==> config.mk <==
export PLATFORM = sky130hd
export DESIGN_NAME = agc_ctrl
export DESIGN_NICKNAME = d
export VERILOG_FILES = /design/src/rtl/agc_pkg.sv /design/src/rtl/agc_cfg_regs.sv /design/src/rtl/agc_pwr_det.sv /design/src/rtl/agc_zone.sv /design/src/rtl/agc_loop_int.sv /design/src/rtl/agc_ctrl.sv
export SDC_FILE = /design/constraint.sdc
export NUM_CORES = 1
export LEC_CHECK = 0
export CORE_ASPECT_RATIO = 1.5
export CORE_MARGIN = 8
export CORE_UTILIZATION = 60
export DETAILED_ROUTE_END_ITERATION = 8
export PLACE_DENSITY = 0.77
export RECOVER_POWER = 25
export SLEW_MARGIN = 10
export SYNTH_ARGS = -nofsm -noshare
export SYNTH_HDL_FRONTEND = slang
export SYNTH_SLANG_ARGS = --single-unit
==> constraint.sdc <==
create_clock -name clk_i -period 11.03 [get_ports clk_i]
set_input_delay 3.309 -clock clk_i [delete_from_list [all_inputs] [get_ports clk_i]]
set_output_delay 3.309 -clock clk_i [all_outputs]
set_load 0.01 [all_outputs]
==> src/rtl/agc_pkg.sv <==
`timescale 1ns/1ps
package agc_pkg;
  localparam int CFG_W = 16;

  typedef enum logic [1:0] {
    ZN_IDLE = 2'd0,
    ZN_HIGH = 2'd1,
    ZN_LOW  = 2'd2
  } zone_e;

  typedef struct packed {
    logic [CFG_W-1:0] thr;
    logic [CFG_W-1:0] dband;
    logic [CFG_W-1:0] hyst;
    logic [3:0]       det_sh;
    logic [3:0]       loop_sh;
  } agc_cfg_t;
endpackage

==> src/rtl/agc_cfg_regs.sv <==
`timescale 1ns/1ps
module agc_cfg_regs
  import agc_pkg::*;
#(
  parameter logic [CFG_W-1:0] THR_RST = 16'h1000,
  parameter logic [CFG_W-1:0] DB_RST  = 16'h0100,
  parameter logic [CFG_W-1:0] HY_RST  = 16'h0080,
  parameter logic [3:0]       DSH_RST = 4'd0,
  parameter logic [3:0]       LSH_RST = 4'd2
) (
  input  logic             clk_i,
  input  logic             rst_ni,
  input  logic             we_i,
  input  logic [1:0]       addr_i,
  input  logic [CFG_W-1:0] wdata_i,
  output agc_cfg_t         cfg_o
);
  agc_cfg_t cfg_q;

  always_ff @(posedge clk_i or negedge rst_ni) begin
    if (!rst_ni) begin
      cfg_q.thr     <= THR_RST;
      cfg_q.dband   <= DB_RST;
      cfg_q.hyst    <= HY_RST;
      cfg_q.det_sh  <= DSH_RST;
      cfg_q.loop_sh <= LSH_RST;
    end else if (we_i) begin
      unique case (addr_i)
        2'd0: cfg_q.thr   <= wdata_i;
        2'd1: cfg_q.dband <= wdata_i;
        2'd2: cfg_q.hyst  <= wdata_i;
        default: begin
          cfg_q.det_sh  <= wdata_i[3:0];
          cfg_q.loop_sh <= wdata_i[7:4];
        end
      endcase
    end
  end

  assign cfg_o = cfg_q;
endmodule

==> src/rtl/agc_pwr_det.sv <==
`timescale 1ns/1ps
module agc_pwr_det #(
  parameter int SW = 14,
  parameter int LW = 16
) (
  input  logic                 clk_i,
  input  logic                 rst_ni,
  input  logic                 valid_i,
  input  logic signed [SW-1:0] smp_i,
  input  logic [3:0]           shift_i,
  output logic [LW-1:0]        level_o
);
  localparam int PW     = 2*SW - 1;   // holds (-2^(SW-1))^2
  localparam int LVL_SH = PW - LW;

  logic signed [2*SW-1:0] sq_s;
  logic [PW-1:0]          sq, pwr_q, pwr_d;
  logic signed [PW:0]     diff, step;

  assign sq_s  = smp_i * smp_i;
  assign sq    = sq_s[PW-1:0];
  assign diff  = $signed({1'b0, sq}) - $signed({1'b0, pwr_q});
  assign step  = diff >>> shift_i;
  assign pwr_d = pwr_q + step[PW-1:0];

  always_ff @(posedge clk_i or negedge rst_ni) begin
    if (!rst_ni)      pwr_q <= '0;
    else if (valid_i) pwr_q <= pwr_d;
  end

  assign level_o = pwr_q[PW-1:LVL_SH];

  p_pwr_bound_r2: assert property (@(posedge clk_i) disable iff (!rst_ni)
    pwr_q <= (PW'(1) << (PW-1)));
  p_pwr_hold_r10: assert property (@(posedge clk_i) disable iff (!rst_ni)
    !valid_i |=> $stable(pwr_q));
endmodule

==> src/rtl/agc_zone.sv <==
`timescale 1ns/1ps
module agc_zone
  import agc_pkg::*;
#(
  parameter int LW = 16
) (
  input  logic          clk_i,
  input  logic          rst_ni,
  input  logic          valid_i,
  input  logic [LW-1:0] level_i,
  input  logic [LW-1:0] thr_i,
  input  logic [LW-1:0] dband_i,
  input  logic [LW-1:0] hyst_i,
  output zone_e         zone_q_o,
  output zone_e         zone_d_o
);
  localparam int CW = LW + 3;

  logic signed [CW-1:0] lvl_s, thr_s, db_s, hy_s;
  logic signed [CW-1:0] hi_in, hi_out, lo_in, lo_out;
  zone_e zone_q, zone_d;

  assign lvl_s  = $signed({3'b000, level_i});
  assign thr_s  = $signed({3'b000, thr_i});
  assign db_s   = $signed({3'b000, dband_i});
  assign hy_s   = $signed({3'b000, hyst_i});
  assign hi_out = thr_s + db_s;
  assign hi_in  = hi_out + hy_s;
  assign lo_out = thr_s - db_s;
  assign lo_in  = lo_out - hy_s;

  always_comb begin
    zone_d = zone_q;
    if (valid_i) begin
      unique case (zone_q)
        ZN_IDLE: if (lvl_s > hi_in)        zone_d = ZN_HIGH;
                 else if (lvl_s < lo_in)   zone_d = ZN_LOW;
        ZN_HIGH: if (lvl_s <= hi_out)      zone_d = ZN_IDLE;
        ZN_LOW:  if (lvl_s >= lo_out)      zone_d = ZN_IDLE;
        default:                           zone_d = ZN_IDLE;
      endcase
    end
  end

  always_ff @(posedge clk_i or negedge rst_ni) begin
    if (!rst_ni) zone_q <= ZN_IDLE;
    else         zone_q <= zone_d;
  end

  assign zone_q_o = zone_q;
  assign zone_d_o = zone_d;

  p_zone_hold_r10: assert property (@(posedge clk_i) disable iff (!rst_ni)
    !valid_i |=> $stable(zone_q));
  p_high_keep_r5: assert property (@(posedge clk_i) disable iff (!rst_ni)
    (valid_i && zone_q == ZN_HIGH && lvl_s > hi_out) |=> zone_q == ZN_HIGH);
  p_low_keep_r5: assert property (@(posedge clk_i) disable iff (!rst_ni)
    (valid_i && zone_q == ZN_LOW && lvl_s < lo_out) |=> zone_q == ZN_LOW);
endmodule

==> src/rtl/agc_loop_int.sv <==
`timescale 1ns/1ps
module agc_loop_int
  import agc_pkg::*;
#(
  parameter int GW = 3,
  parameter int AW = 16
) (
  input  logic          clk_i,
  input  logic          rst_ni,
  input  logic          valid_i,
  input  zone_e         zone_q_i,
  input  zone_e         zone_d_i,
  input  logic [3:0]    loop_sh_i,
  output logic [GW-1:0] gain_o,
  output logic          chg_o
);
  logic [AW-1:0] acc_q, acc_d, base, lim_m1;
  logic [GW-1:0] gain_q, gain_d;
  logic          chg_q;

  assign lim_m1 = (AW'(1) << loop_sh_i) - AW'(1);
  assign base   = (zone_d_i != zone_q_i) ? '0 : acc_q;

  always_comb begin
    acc_d  = acc_q;
    gain_d = gain_q;
    if (valid_i) begin
      if (zone_d_i == ZN_IDLE) begin
        acc_d = '0;
      end else if (base >= lim_m1) begin
        acc_d = '0;
        if (zone_d_i == ZN_HIGH && gain_q != '0) gain_d = gain_q - 1'b1;
        if (zone_d_i == ZN_LOW  && gain_q != '1) gain_d = gain_q + 1'b1;
      end else begin
        acc_d = base + 1'b1;
      end
    end
  end

  always_ff @(posedge clk_i or negedge rst_ni) begin
    if (!rst_ni) begin
      acc_q  <= '0;
      gain_q <= '1;
      chg_q  <= 1'b0;
    end else begin
      acc_q  <= acc_d;
      gain_q <= gain_d;
      chg_q  <= (gain_d != gain_q);
    end
  end

  assign gain_o = gain_q;
  assign chg_o  = chg_q;

  p_one_step_r8: assert property (@(posedge clk_i) disable iff (!rst_ni)
    (gain_q != $past(gain_q)) |->
      (gain_q == $past(gain_q) + 1'b1 || gain_q + 1'b1 == $past(gain_q)));
  p_down_high_r7: assert property (@(posedge clk_i) disable iff (!rst_ni)
    (gain_q < $past(gain_q)) |-> zone_q_i == ZN_HIGH);
  p_up_low_r7: assert property (@(posedge clk_i) disable iff (!rst_ni)
    (gain_q > $past(gain_q)) |-> zone_q_i == ZN_LOW);
  p_idle_clear_r6: assert property (@(posedge clk_i) disable iff (!rst_ni)
    (zone_q_i == ZN_IDLE) |-> acc_q == '0);
endmodule

==> src/rtl/agc_ctrl.sv <==
`timescale 1ns/1ps
module agc_ctrl
  import agc_pkg::*;
#(
  parameter int SW = 14,
  parameter int GW = 3,
  parameter int AW = 16
) (
  input  logic                 clk_i,
  input  logic                 rst_ni,
  input  logic                 smp_valid_i,
  input  logic signed [SW-1:0] smp_i,
  input  logic                 cfg_we_i,
  input  logic [1:0]           cfg_addr_i,
  input  logic [CFG_W-1:0]     cfg_wdata_i,
  output logic [GW-1:0]        gain_o,
  output logic                 gain_chg_o
);
  agc_cfg_t         cfg;
  logic [CFG_W-1:0] level;
  zone_e            zone_q, zone_d;

  agc_cfg_regs u_cfg (
    .clk_i, .rst_ni,
    .we_i(cfg_we_i), .addr_i(cfg_addr_i), .wdata_i(cfg_wdata_i),
    .cfg_o(cfg)
  );

  agc_pwr_det #(.SW(SW), .LW(CFG_W)) u_det (
    .clk_i, .rst_ni,
    .valid_i(smp_valid_i), .smp_i(smp_i), .shift_i(cfg.det_sh),
    .level_o(level)
  );

  agc_zone #(.LW(CFG_W)) u_zone (
    .clk_i, .rst_ni,
    .valid_i(smp_valid_i), .level_i(level),
    .thr_i(cfg.thr), .dband_i(cfg.dband), .hyst_i(cfg.hyst),
    .zone_q_o(zone_q), .zone_d_o(zone_d)
  );

  agc_loop_int #(.GW(GW), .AW(AW)) u_loop (
    .clk_i, .rst_ni,
    .valid_i(smp_valid_i), .zone_q_i(zone_q), .zone_d_i(zone_d),
    .loop_sh_i(cfg.loop_sh),
    .gain_o(gain_o), .chg_o(gain_chg_o)
  );

  p_strobe_r9: assert property (@(posedge clk_i) disable iff (!rst_ni)
    gain_chg_o == (gain_o != $past(gain_o)));
  p_gain_hold_r10: assert property (@(posedge clk_i) disable iff (!rst_ni)
    !smp_valid_i |=> $stable(gain_o));
endmodule

==> metrics.txt, run 1 <==
outcome=complete, but fails checks; failing checks=capacitance limit, slew limit, setup timing; fin. max-slew vios=55; hold_sp=u_loop.gain_o[0]$_DFF_PN1_; cells after synthesis=2318; IO Port Bufs=39; IO Pins=40; min Tclk post-route=12.64 ns; Data arrival, critical path=12.90 ns; hold depth=1; pre-CTS WS=-2.604 ns; drt drc=0; layout cells sized above 1=27.87%; Tot GR Track Use=29.03%; Syn-to-layout area delta=25.18%; Die Ht=240.0 um; Yosys reg bits=105; Wirelength per Cell=18.91 um; Buf+Inv Stages, Crit Path=7; CP Data Required Time=11.29 ns; FF-to-FF path depth=38; first-pass GRT wire length=92290 um; Initial Util=60.37%; worst r2r dst=u_loop.acc_q[14]$_DFFE_PN0P_; Crit path largest cell delay=0.53 ns; nets@finish=3146; routed via count=18417; Setup Skew=0.009145 ns; clock-pin slew on the worst setup and hold paths=0.08 ns; syn nets=2796; cts bufs inserted=9; CTS root buffer=clkbuf_16; R2R setup slack=1.68 ns; family with the most delay on the worst path=adder cells; commonest non-fill, non-tap cell in the layout=inv_1; class of the worst hold path=reg -> reg; R2R Path Start=u_cfg.cfg_o[26]$_DFFE_PN0P_; sequential share of the synthesized area=13.14%; drt first pass iters=7; global placement routability congestion=0.9539; commonest non-fill, non-tap cells in the layout=inv_1, buf_4, ha_1; core area=33240 sq um; die width=165.3 um; Peak Freq=0.07909 GHz; MaxCap Viol Count=1; class of the most critical setup path=in -> reg; total gr overflow=0; Slew headroom=-99.99%; CP max stage cell=fa_1; ANT nets after route=0; period utilisation layout=114.6%; Via-to-Cell Ratio=5.954; DRT iter0 DRCs=1036; Post-synth top flop=dfrtp_1; CP dominant cell by count=fa_1; largest net degree at the start of global routing=66; Mapped Area=20070 sq um; Final Hold Fails=0; syn_area_per_cell=8.657 sq um; routed wire length=58480 um; ys async rst share=100.0%; Placement Cell Area=23330 sq um; setup violators final=23; TritonCTS Sinks=105; Syn. warnings=0; top cells by area, synth=fa_1, ha_1, dfrtp_1; Post-synth EDFFs=0; post-route setup slack=-1.614 ns; synth unique cells=102; Detailed Place HPWL=45810 um; post-route cell area=25120 sq um; cell row count=82; post-synth top area share=17.56%; worst-path maximum fanout=4; total die area=39670 sq um; Startpoint Class=input port; TNS Setup=-23.02 ns; CP Capture Type=flop; Hold EP=u_loop.gain_o[0]$_DFF_PN1_; clock latency at the later pin of the worst-skew pair=0.38 ns; hold_buf cts=0; initial antenna violation count=0; Max clock buf depth=2; vias in the first global route=19559; RSZ-0062 raised after global routing=true; CTS tree=yes; ant diodes=0; leading area contributor after synthesis=fa_1; worst slew pin tran=3.000 ns; H-tree Lvls=3
worst register-to-register path, delay by kind of cell, from the launching register on:
family	cells	cell delay (ns)
buffers and inverters	1	0.06
and+or+nand+nor	6	1.67
AOI/OAI and AO/OA	25	5.49
xor gates and xnor gates	2	0.40
adders and majority gates	4	1.26
DFF	1	0.37
synth_stat cells, drive strengths merged, types with 6 or more instances:
cell and number:
mux2i 38, nand2b 20, xor2 40, nor2b 27
dfstp 7, o21a 20, and3 25, o31ai 9
mux2 62, o21bai 22, clkbuf 52, fa 176
a41oi 14, o221ai 6, nand2 153, xnor2 99
o2111ai 8, nor3 37, ha 266, or2 7
nand3 32, a31o 6, and2 57, a21o 52
nand3b 9, a211o 6, buf 12, a31oi 33
a211oi 28, nor4 8, nand4 18, mux4 9
inv 395, o21ai 98, o211ai 16, nor2 119
a21oi 143, dfrtp 98
cell families after synthesis:
| family | after synthesis | share of synthesized area [%] |
|---|---|---|
| compound gates | 519 | 17.53 |
| xor+xnor | 139 | 6.067 |
| fa+ha+maj | 442 | 34.14 |
| buf+inv | 461 | 9.135 |
| flops | 105 | 13.14 |
| mux | 109 | 6.385 |
| other cells | 1 | 0.01869 |
| simple gates | 542 | 13.59 |
per-stage QoR:
step / utilization, % / instances / hold WS (ns)
global route: 75.57 / 3093 / 0.5315
CTS: 73.79 / 3073 / 0.5166
detailed placement: 70.17 / 3018 / 0.4979
finish: 75.57 / 3093 / 0.5165
global placement: 70.17 / 3018 / 0.4831
floorplan: - / 2318 / 0.4693
metal layers:
metal | global-route usage, % | share of wire, % | up-vias
met4 | 20.30 | 7.7 | 0
li1 | - | - | 8599
met2 | 56.43 | 55 | 593
met3 | 3.239 | 3.1 | 280
met5 | 0 | 0 | -
met1 | 27.31 | 34 | 8945
timing repair:
| action | CTS | global route |
|---|---|---|
| buffers inserted | 38 | 23 |
| gates cloned | 1 | 0 |
| endpoints found under the hold margin | 0 | 0 |
| endpoints found under the setup margin | 27 | 26 |
| pin swaps | 171 | 98 |
| resized for setup | 226 | 105 |
final cells by class:
cell class / count / area [sq um]
Clock buffer: 10 / 239.0
Clock inverter: 6 / 50.05
Fill cell: 2275 / 8122
Inverter: 396 / 1490
Multi-Input combinational cell: 1752 / 16860
Sequential cell: 105 / 2636
Tap cell: 420 / 525.5
Timing Repair Buffer: 404 / 3319
worst max-delay path by stage:
stage	start	end	slack, ns	cells past startpoint
after floorplan	smp_i[11]	u_det.pwr_q[26]$_DFFE_PN0P_	-1.42	42
after global placement	smp_i[5]	u_det.pwr_q[26]$_DFFE_PN0P_	-2.48	43
after detailed placement	smp_i[3]	u_det.pwr_q[26]$_DFFE_PN0P_	-2.60	43
after CTS	smp_i[10]	u_det.pwr_q[26]$_DFFE_PN0P_	-1.47	44
after global routing	smp_i[13]	u_det.pwr_q[26]$_DFFE_PN0P_	-1.99	49
final	smp_i[13]	u_det.pwr_q[26]$_DFFE_PN0P_	-1.61	45
flip-flops by register name, summed over array words and instances, names as in the netlist:
name and flops:
u_cfg.cfg_o 56, u_det.pwr_q 27, u_loop.acc_q 16, u_loop.chg_o 1
u_loop.gain_o 3, u_zone.zone_q_o 2
Power of run 1 is left out: the tool's default activity adds up to more than one toggle a clock period on the data nets, which glitch-free logic cannot reach.
==> inputs of run 2 (changes only) <==
- CORE_MARGIN: 8 -> unset
- CORE_UTILIZATION: 60 -> 40
- PLACE_DENSITY: 0.77 -> unset
==> run 2 against run 1 <==
- critical path type unchanged
- via count decreased by 4.0%
- the run still ends with capacitance limit, slew limit, setup timing left
- wire length down 3.7%
- critical path depth is 2 lower
- count of clock-buffer cells in the layout shrank 1
- non-clock buffer count is 23 higher
- hold slack better by 0.0031 ns
- sequential share of layout area decreased by 0.20 points
- highest routed layer unchanged
- clock skew shrank 0.0015 ns
- sequential cell count unchanged
- global-route usage shrank 6.5 points
- critical endpoint unchanged
==> metrics.txt, run 2 (synthesized netlist as in run 1, its figures left out) <==
setup violators final=24 (was 23); vias in the first global route=18683 (was 19559); Crit path largest cell delay=0.61 ns (was 0.53 ns); CP max stage cell=fa_1 (unchanged); max reg flops=56 (unchanged); ant diodes=0 (unchanged); Detailed Place HPWL=46890 um (was 45810 um); Initial Util=40.50% (was 60.37%); worst slew pin tran=3.118 ns (was 3.000 ns); core area=49550 sq um (was 33240 sq um); Startpoint Class=input port (unchanged); clock-pin slew on the worst setup and hold paths=0.08 ns (about the same); worst-path maximum fanout=6 (was 4); Peak Freq=0.07920 GHz (was 0.07909 GHz); commonest non-fill, non-tap cells in the layout=inv_1, buf_4, ha_1 (unchanged); TritonCTS Sinks=105 (unchanged); global placement routability congestion=0.9433 (was 0.9539); clock latency at the later pin of the worst-skew pair=0.39 ns (was 0.38 ns); post-route setup slack=-1.596 ns (was -1.614 ns); Syn-to-layout area delta=27.66% (was 25.18%); fin util=51.70% (was 75.57%); initial antenna violation count=0 (unchanged); IO Pins=40 (unchanged); Placement Cell Area=23770 sq um (was 23330 sq um); Placed Cells=3281 (was 3018); fin cells=3359 (was 3093); routed via count=17677 (was 18417); Wirelength per Cell=16.76 um (was 18.91 um); cell row count=100 (was 82); total gr overflow=0 (unchanged); layout cells sized above 1=28.49% (was 27.87%); Max clock buf depth=2 (unchanged); drt drc=0 (unchanged); Final Hold Fails=0 (unchanged); DRT iter0 DRCs=595 (was 1036); class of the worst hold path=reg -> reg (unchanged); worst hold slack=0.5197 ns (was 0.5165 ns); CTS tree=yes (unchanged); class of the most critical setup path=in -> reg (unchanged); cts bufs inserted=9 (unchanged); CP dominant cell by count=fa_1 (unchanged); Slew headroom=-107.9% (was -99.99%); CP Data Required Time=11.31 ns (was 11.29 ns); Data arrival, critical path=12.90 ns (about the same); post-route cell area=25620 sq um (was 25120 sq um); fin. max-slew vios=51 (was 55); H-tree Lvls=3 (unchanged); Fill cells=4660 (was 2275); CTS root buffer=clkbuf_16 (unchanged); Die Ht=276.3 um (was 240.0 um); MaxCap Viol Count=1 (unchanged); die width=184.9 um (was 165.3 um); routed wire length=56310 um (was 58480 um); min Tclk post-route=12.63 ns (was 12.64 ns); drt first pass iters=5 (was 7); first-pass GRT wire length=91470 um (was 92290 um); largest net degree at the start of global routing=66 (unchanged); ANT nets after route=0 (unchanged); failing checks=capacitance limit, slew limit, setup timing (unchanged); Via-to-Cell Ratio=5.263 (was 5.954); IO Port Bufs=39 (unchanged); CP Capture Type=flop (unchanged); RSZ-0062 raised after global routing=true (unchanged); Tot GR Track Use=22.55% (was 29.03%); commonest non-fill, non-tap cell in the layout=inv_1 (unchanged); total die area=51090 sq um (was 39670 sq um); Setup Skew=0.007641 ns (was 0.009145 ns); period utilisation layout=114.5% (was 114.6%); outcome=complete, but fails checks (unchanged); nets@finish=3169 (was 3146)
## run 2: cell types whose count changed in the layout (fill, tap and decap cells not counted), sizes merged
cell,before,now
buf,378,401
bufinv,0,2
clkdlybuf4s15,1,0
clkinv,4,1
inv,396,398
## run 2: layout make-up
type | count | area (sq um) | area share (%)
multi-input cells | 1752 | 16840 | 65.74
repair buffers | 427 | 3488 | 13.62
flip-flops and latches | 105 | 2636 | 10.29
inverters | 396 | 1490 | 5.817
well taps | 663 | 829.5 | 3.238
clock buffers | 9 | 225.2 | 0.8792
clock inverters | 7 | 107.6 | 0.4200
## run 2: repair_timing
| action | CTS | global route |
|---|---|---|
| resized for setup | 255 | 97 |
| endpoints found under the hold margin | 0 | 0 |
| pin swaps | 184 | 66 |
| endpoints found under the setup margin | 27 | 26 |
| hold buffers | 0 | 0 |
| buffers inserted | 50 | 19 |
## run 2: final timing paths
path / cells after the start / end / slack (ns) / from
hold / removal: 1 / u_loop.acc_q[0]$_DFFE_PN0P_ / 0.52 / u_loop.acc_q[0]$_DFFE_PN0P_
min in group asynchronous: 1 / u_loop.acc_q[12]$_DFFE_PN0P_ / 3.93 / rst_ni
setup / recovery: 43 / u_det.pwr_q[26]$_DFFE_PN0P_ / -1.60 / smp_i[7]
hold reg to reg: 1 / u_loop.acc_q[0]$_DFFE_PN0P_ / 0.52 / u_loop.acc_q[0]$_DFFE_PN0P_
setup reg to reg: 38 / u_loop.acc_q[4]$_DFFE_PN0P_ / 1.72 / u_cfg.cfg_o[26]$_DFFE_PN0P_
max in group asynchronous: 2 / u_cfg.cfg_o[30]$_DFFE_PN0P_ / 5.02 / rst_ni
## run 2: through the flow
| stage | setup WS [ns] | TNS (ns) |
|---|---|---|
| final | -1.596 | -22.27 |
| after global routing | -1.904 | -30.88 |
| after CTS | -1.587 | -22.52 |
| after detailed placement | -2.843 | -52.15 |
| after global placement | -2.615 | -47.93 |
| after floorplan | -1.425 | -13.62 |
## run 2: worst max-delay path: cells and delay by family
family	cells	cell delay, ns
and+or+nand+nor	11	1.53
buffers and inverters	5	0.45
AOI/OAI and AO/OA	13	2.46
adders and majority gates	9	4.02
xor gates and xnor gates	4	0.59
muxes	1	0.51
## run 2: metal layers
layer	track usage, %	wire (um)
met3	1.673	951
met1	22.30	20590
met4	11.44	2843
met2	45.39	31920
met5	0	0
Power of run 2 is left out for the same reason.
==> inputs of run 3 (changes only) <==
- CORE_MARGIN: unset -> 1.5
==> run 3 against run 2 <==
- the flow still finishes with violations (capacitance limit, slew limit, setup timing)
- sequential share of layout area hardly changed
- sequential cell count stayed put
- fmax is 0.52% higher
==> metrics.txt, run 3 (synthesized netlist as in run 1, its figures left out) <==
outcome=complete, but fails checks (unchanged); failing checks=capacitance limit, slew limit, setup timing (unchanged); hold_sp=u_loop.gain_o[0]$_DFF_PN1_ (was u_loop.acc_q[0]$_DFFE_PN0P_); Data arrival, critical path=12.83 ns (was 12.90 ns); MaxCap Viol Count=1 (unchanged); first-pass GRT wire length=91050 um (was 91470 um); hold depth=1 (unchanged); worst-path maximum fanout=6 (unchanged); largest net degree at the start of global routing=66 (unchanged); TritonCTS Sinks=105 (unchanged); CP Data Required Time=11.30 ns (was 11.31 ns); cell row count=100 (unchanged); clock latency at the later pin of the worst-skew pair=0.38 ns (was 0.39 ns); Crit path largest cell delay=0.54 ns (was 0.61 ns); CTS root buffer=clkbuf_16 (unchanged); fin cells=3356 (was 3359); drt first pass iters=7 (was 5); ANT nets after route=0 (unchanged); fin. max-slew vios=64 (was 51); Fill cells=4640 (was 4660); Tot GR Track Use=22.23% (was 22.55%); class of the worst hold path=reg -> reg (unchanged); RSZ-0062 raised after global routing=true (unchanged); worst r2r dst=u_loop.acc_q[4]$_DFFE_PN0P_ (unchanged); period utilisation layout=113.9% (was 114.5%); setup violators final=23 (was 24); IO Pins=40 (unchanged); worst slew pin tran=3.921 ns (was 3.118 ns); layout cells sized above 1=28.44% (was 28.49%); post-route setup slack=-1.530 ns (was -1.596 ns); initial antenna violation count=0 (unchanged); nets@finish=3166 (was 3169); CTS tree=yes (unchanged); commonest non-fill, non-tap cells in the layout=inv_1, buf_4, ha_1 (unchanged); cts bufs inserted=9 (unchanged); Final Hold Fails=0 (unchanged); CP startpoint=smp_i[7] (unchanged); global placement routability congestion=0.9080 (was 0.9433); FF-to-FF path depth=41 (was 38); Setup Skew=0.01347 ns (was 0.007641 ns); DRT iter0 DRCs=564 (was 595); CP Capture Type=flop (unchanged); CP dominant cell by count=fa_1 (unchanged); H-tree Lvls=3 (unchanged); ant diodes=0 (unchanged); total gr overflow=0 (unchanged); max reg flops=56 (unchanged); IO Port Bufs=39 (unchanged); Placement Cell Area=23760 sq um (was 23770 sq um); R2R setup slack=1.77 ns (was 1.72 ns); Peak Freq=0.07962 GHz (was 0.07920 GHz); clock-pin slew on the worst setup and hold paths=0.09 ns (was 0.08 ns); routed via count=17569 (was 17677); Die Ht=277.3 um (was 276.3 um); Initial Util=40.50% (unchanged); core area=49550 sq um (unchanged); Slew headroom=-161.4% (was -107.9%); drt drc=0 (unchanged); post-route cell area=25640 sq um (was 25620 sq um); Startpoint Class=input port (unchanged); R2R Path Start=u_cfg.cfg_o[26]$_DFFE_PN0P_ (unchanged); fin util=51.76% (was 51.70%); Max clock buf depth=2 (unchanged); class of the most critical setup path=in -> reg (unchanged); min Tclk post-route=12.56 ns (was 12.63 ns); TNS Setup=-23.62 ns (was -22.27 ns); Placed Cells=3280 (was 3281); CP max stage cell=fa_1 (unchanged); total die area=51550 sq um (was 51090 sq um); vias in the first global route=18598 (was 18683); Hold EP=u_loop.gain_o[0]$_DFF_PN1_ (was u_loop.acc_q[0]$_DFFE_PN0P_); Via-to-Cell Ratio=5.235 (was 5.263); Detailed Place HPWL=46950 um (was 46890 um); Syn-to-layout area delta=27.80% (was 27.66%); commonest non-fill, non-tap cell in the layout=inv_1 (unchanged); die width=185.9 um (was 184.9 um); Wirelength per Cell=16.78 um (was 16.76 um); routed wire length=56310 um (about the same)
## run 3: cell count changes in the layout (fill, tap and decap cells not counted), moves of 3 or more
| cell | delta |
|---|---|
| inv_2 | -9 |
| mux2i_2 | +3 |
| inv_1 | +8 |
| o21ai_1 | -5 |
| a21oi_2 | +5 |
| fa_1 | +3 |
| mux2i_1 | -3 |
| a21oi_1 | -5 |
| fa_2 | -3 |
| o21ai_0 | +4 |
| nor2_2 | +3 |
## run 3: critical path: cells and delay by family
family / cells / cell delay (ns)
adder cells (fa/ha/maj): 9 / 3.92
AO/OA/AOI/OAI: 12 / 2.37
AND/OR/NAND/NOR: 10 / 1.43
buffers and inverters: 8 / 0.74
XOR/XNOR: 4 / 0.51
multiplexers: 1 / 0.50
## run 3: timing repair
item	in CTS	in global routing
gates resized for setup	276	85
endpoints found under the setup margin	26	26
pin swaps	181	82
cloned	1	0
setup buffers	46	17
hold buffers	0	0
## run 3: worst max-delay path by stage
stage                                  end  slack, ns  cells past startpoint
3_3_place_gp   u_det.pwr_q[26]$_DFFE_PN0P_      -2.76                     44
5_1_grt        u_det.pwr_q[26]$_DFFE_PN0P_      -1.90                     44
6_report       u_det.pwr_q[26]$_DFFE_PN0P_      -1.53                     44
4_1_cts        u_det.pwr_q[26]$_DFFE_PN0P_      -1.51                     45
2_1_floorplan  u_det.pwr_q[26]$_DFFE_PN0P_      -1.42                     42
3_5_place_dp   u_det.pwr_q[26]$_DFFE_PN0P_      -2.81                     41
## run 3: through the flow
stage | hold WS (ns) | setup slack [ns]
after global routing | 0.5313 | -1.902
after global placement | 0.4831 | -2.759
after detailed placement | 0.5081 | -2.808
after floorplan | 0.4693 | -1.425
final | 0.5137 | -1.530
after CTS | 0.5216 | -1.511
## run 3: final cells by class
cell class / instances / area [sq um] / share of cell area (%)
timing repair buffer: 424 / 3493 / 13.62
multi-input combinational: 1752 / 16910 / 65.92
sequential: 105 / 2636 / 10.28
clock buffer: 9 / 225.2 / 0.8782
tap: 663 / 829.5 / 3.235
clock inverter: 7 / 63.81 / 0.2488
inverter: 396 / 1491 / 5.816
## run 3: per-layer routing
metal / part of all wire, % / track usage [%] / up-vias
met5: 0 / 0 / -
met4: 4.8 / 10.30 / 0
met3: 1.5 / 1.444 / 128
met2: 57 / 45.46 / 258
met1: 37 / 21.89 / 8541
li1: - / - / 8642
Power of run 3 is left out for the same reason.
